File: config.mk
export PLATFORM = sky130hd
export DESIGN_NAME = adc_win_det
export DESIGN_NICKNAME = d
export VERILOG_FILES = /design/src/rtl/adc_win_pkg.sv /design/src/rtl/adc_win_cmp.sv /design/src/rtl/adc_win_flag.sv /design/src/rtl/adc_win_det.sv
export SDC_FILE = /design/constraint.sdc
export NUM_CORES = 1
export LEC_CHECK = 0
export CORE_ASPECT_RATIO = 1.1
export CORE_UTILIZATION = 25
export CTS_CLUSTER_SIZE = 16
export DETAILED_ROUTE_END_ITERATION = 12
export GPL_TIMING_DRIVEN = 0
export HOLD_SLACK_MARGIN = 0.1
export SYNTH_ARGS = -nofsm -noshare
export SYNTH_HDL_FRONTEND = slang
export SYNTH_SLANG_ARGS = --single-unit
File: constraint.sdc
create_clock -name clk_i -period 0.9 [get_ports clk_i]
set_clock_uncertainty 0.15 [all_clocks]
set_input_delay 0.27 -clock clk_i [delete_from_list [all_inputs] [get_ports clk_i]]
set_output_delay 0.27 -clock clk_i [all_outputs]
set_load 0.03 [all_outputs]
File: src/rtl/adc_win_pkg.sv
package adc_win_pkg;
  parameter int unsigned DW = 16;
  typedef logic [DW-1:0] word_t;
  typedef enum logic {WIN_OUTSIDE = 1'b0, WIN_INSIDE = 1'b1} win_mode_e;
endpackage

File: src/rtl/adc_win_cmp.sv
module adc_win_cmp #(
  parameter int unsigned DW = adc_win_pkg::DW
) (
  input  logic          valid_i,
  input  logic [DW-1:0] data_i,
  input  logic [DW-1:0] gt_i,
  input  logic [DW-1:0] lt_i,
  output logic          hit_o
);
  import adc_win_pkg::*;

  logic      above_gt, below_lt;
  win_mode_e mode;

  always_comb begin
    above_gt = data_i > gt_i;
    below_lt = data_i < lt_i;
    // limit order picks the test
    mode     = (lt_i > gt_i) ? WIN_INSIDE : WIN_OUTSIDE;
    unique case (mode)
      WIN_INSIDE:  hit_o = valid_i & above_gt & below_lt;
      WIN_OUTSIDE: hit_o = valid_i & (above_gt | below_lt);
      default:     hit_o = 1'b0;
    endcase
  end
endmodule

File: src/rtl/adc_win_flag.sv
module adc_win_flag (
  input  logic clk_i,
  input  logic rst_ni,
  input  logic hit_i,
  input  logic clr_i,
  input  logic irq_en_i,
  output logic flag_o,
  output logic irq_o
);
  logic flag_q, irq_q;

  always_ff @(posedge clk_i or negedge rst_ni) begin
    if (!rst_ni) begin
      flag_q <= 1'b0;
      irq_q  <= 1'b0;
    end else begin
      // set wins over clear
      flag_q <= hit_i | (flag_q & ~clr_i);
      irq_q  <= hit_i & irq_en_i;
    end
  end

  assign flag_o = flag_q;
  assign irq_o  = irq_q;
endmodule

File: src/rtl/adc_win_det.sv
module adc_win_det #(
  parameter int unsigned DW = adc_win_pkg::DW
) (
  input  logic          clk_i,
  input  logic          rst_ni,
  input  logic          res_valid_i,
  input  logic [DW-1:0] res_data_i,
  input  logic [DW-1:0] lim_gt_i,
  input  logic [DW-1:0] lim_lt_i,
  input  logic          flag_clr_i,
  input  logic          irq_en_i,
  output logic          win_flag_o,
  output logic          irq_o
);
  logic hit_w;

  adc_win_cmp #(.DW(DW)) i_cmp (
    .valid_i(res_valid_i),
    .data_i (res_data_i),
    .gt_i   (lim_gt_i),
    .lt_i   (lim_lt_i),
    .hit_o  (hit_w)
  );

  adc_win_flag i_flag (
    .clk_i   (clk_i),
    .rst_ni  (rst_ni),
    .hit_i   (hit_w),
    .clr_i   (flag_clr_i),
    .irq_en_i(irq_en_i),
    .flag_o  (win_flag_o),
    .irq_o   (irq_o)
  );
endmodule

==> flow_metrics.tcl <==
set metrics [dict create \
    period_share_pct 215 \
    fill_cells 476 \
    diodes 0 \
    place_hpwl_um 2880 \
    dieArea_um2 5170 \
    power_density_nw_per_um2 666 \
    seq_area_frac_synth_pct 4.10 \
    cts_sinks 2 \
    htree_levels 1 \
    multiInputGateArea_um2 1470 \
    ys_ff_latch 2 \
    wl_um 3780 \
    gr-total-overflow 0 \
    drt_iter0_markers 64 \
    regArea_um2 50.0 \
    final_util_pct 47.3 \
    outcome "finished with violations" \
    first_pass_iters 4 \
    num_io_pins 55 \
    grt_max_degree 5 \
    nets 323 \
    fp.dieW_um 68.6 \
    place_inst 267 \
    port_buffers 54 \
    core_area_um2 4680 \
    syn_nets 257 \
    areaGrowthSynthToFinish_pct 81.5 \
    drc 0 \
    violations "setup timing" \
    max_stage_delay_ns 0.33 \
    routabilityCongestion 0.759 \
    initial_utilization_pct 26.1 \
    fmaxAchievable_ghz 0.516 \
    end_kind "flip-flop" \
    setup_viol 4 \
    ys_types 29 \
    syn_avg_cell_area_um2 7.78 \
    start_kind "input port" \
    path_class "in -> reg" \
    synthTopCellsByArea "ha_1, inv_1, a21oi_1, dfrtp_1, nand4_1" \
    cts_buffer_depth 2 \
    clkLatencyLatePin_ns 0.21 \
    worstMarginPinSlew_ns 0.218 \
    grt_pass1_vias 1406 \
    crit_fanout 2 \
    synth_largest_area_cell "ha_1" \
    cts-root-buf "clkbuf_8" \
    worst_ep_arrival_time_ns 1.93 \
    worst_ep_required_time_ns 0.89 \
    grt_pass1_wl_um 5950 \
    vias 1373 \
    antenna_found_initial 0 \
    antenna_left 0 \
    drive_above_1_share_pct 48.0 \
    wl_per_cell_um 13.7 \
    via_per_inst 4.96 \
    yosysTopAreaCellShare_pct 48.2 \
    place_ws_ns -1.71 \
    fp.dieH_um 75.3 \
    rsz0062_at_grt "yes" \
    grt_usage_pct 15.1 \
    hold_violations 0 \
    rows 26 \
    final_max_slew_viol_count 0 \
    yosysWarnings 0 \
    slew_headroom_pct 85.3 \
    leakagePower_nw 1.04 \
    clkTransAtPathRegs_ns 0.03 \
    netlist_area_um2 1220 \
    hp-class "in -> async" \
    final_cell_area_um2 2220 \
    ir_worst_vdd_mv 0.336 \
    cp_slowest_cell "maj3_2" \
    maxCapViolCount 0 \
    numCtsBuffers 3 \
    dpl_cell_area_um2 1890 \
    cts_tree "built" \
    stdcell_count 277 \
    cp_cell_sequence "dlygate4sd2_1 > inv_2 > ha_4 > nor2b_1 > o211ai_1 > a21boi_2 > o31a_1 > maj3_2 > nor2_1" \
    synthCells 157 \
    fin_crit_ns 1.94 \
    worst_slack_ns -1.04 \
    power_mw 1.48 \
]
[registers in the layout, indices dropped and copies added, names as in the netlist]
register	cells
i_flag.flag_o	1
i_flag.irq_o	1
[metrics by stage]
stage | setup TNS [ns] | hold slack [ns]
2_1_floorplan | -2.01 | -0.176
3_3_place_gp | -4.37 | 0.294
3_5_place_dp | -4.44 | 0.293
4_1_cts | -2.65 | 0.0728
5_1_grt | -2.70 | 0.0769
6_report | -2.54 | 0.0740
[worst max-delay path, delay by kind of cell]
kind	cells	cell delay, ns
AO/OA/AOI/OAI	3	0.56
adder cells (fa/ha/maj)	2	0.53
buffers and inverters	2	0.33
AND/OR/NAND/NOR	2	0.23
[report_power, final]
group / total, mW / internal (mW) / switching, mW
registers: 0.109 / 0.102 / 0.00713
logic: 1.02 / 0.532 / 0.489
clock network: 0.346 / 0.282 / 0.0639
[kinds of logic after synthesis]
| family | synth area share, % |
|---|---|
| buffers and inverters | 10.5 |
| AO/OA/AOI/OAI | 19.4 |
| adder cells (fa/ha/maj) | 49.1 |
| flip-flops | 4.10 |
| AND/OR/NAND/NOR | 17.0 |
[synth_stat cells, drive strengths merged]
cell type,count
inv,34
a211o,2
o31ai,1
ha,47
o31a,1
o211ai,2
a211oi,1
o22ai,1
a21o,2
dfrtp,2
and2,1
a21oi,17
a21boi,2
nand3,5
nand4,8
a221o,1
o21ai,6
nand2,9
maj3,1
and4,3
nor3,2
or3,1
nor2b,2
nand3b,1
nor4,1
a311oi,1
nor2,3
[placed cells by master, fill, tap and decap left out, types with 2 or more instances in the layout]
| master | instances |
|---|---|
| a211o_1 | 2 |
| a21boi_2 | 2 |
| a21o_1 | 2 |
| a21oi_1 | 11 |
| a21oi_2 | 5 |
| and4_1 | 2 |
| buf_4 | 7 |
| buf_6 | 3 |
| clkbuf_2 | 27 |
| clkbuf_8 | 3 |
| clkdlybuf4s15_1 | 3 |
| clkdlybuf4s50_1 | 6 |
| dfrtp_1 | 2 |
| dlygate4sd2_1 | 11 |
| dlymetal6s2s_1 | 3 |
| ha_1 | 18 |
| ha_2 | 2 |
| ha_4 | 27 |
| inv_1 | 18 |
| inv_2 | 15 |
| nand2_1 | 7 |
| nand2_2 | 2 |
| nand3_1 | 4 |
| nand4_1 | 7 |
| nor2_1 | 3 |
| nor2b_1 | 2 |
| o211ai_1 | 2 |
| o21ai_0 | 3 |
| o21ai_1 | 2 |
[what timing repair did]
item                       4_1_cts  5_1_grt
hold endpoints to repair         2        2
gates cloned                     0        0
pin swaps                       37       40
setup buffers                    6        1
setup endpoints to repair        4        4
resized for setup              118       67
[path summary, 6_finish.rpt]
kind | startpoint | end | slack, ns | cells past startpoint
setup / recovery | lim_gt_i[1] | i_flag.irq_o | -1.04 | 9
hold / removal | rst_ni | i_flag.flag_o | 0.07 | 1
setup reg to reg | i_flag.flag_o | i_flag.flag_o | -0.12 | 4
hold reg to reg | i_flag.flag_o | i_flag.flag_o | 0.61 | 4
max in group asynchronous | rst_ni | i_flag.irq_o | 0.40 | 1
min in group clk_i | irq_en_i | i_flag.irq_o | 0.45 | 3
[layer usage]
metal  GRT usage (%)  vias up  wire length (µm)
li1                -      697                 -
met1            17.2      621              1540
met2            28.5       49              2010
met3            2.40        6               175
met4            4.40        0                55
met5               0        -                 0
[area by class of cell]
type / count / share of cell area (%)
clock buffer: 3 / 1.86
inverter: 34 / 5.93
multi-input combinational: 121 / 66.5
sequential: 2 / 2.26
tap: 56 / 3.16
timing repair buffer: 61 / 20.3
(Power assumes the default switching activity.)
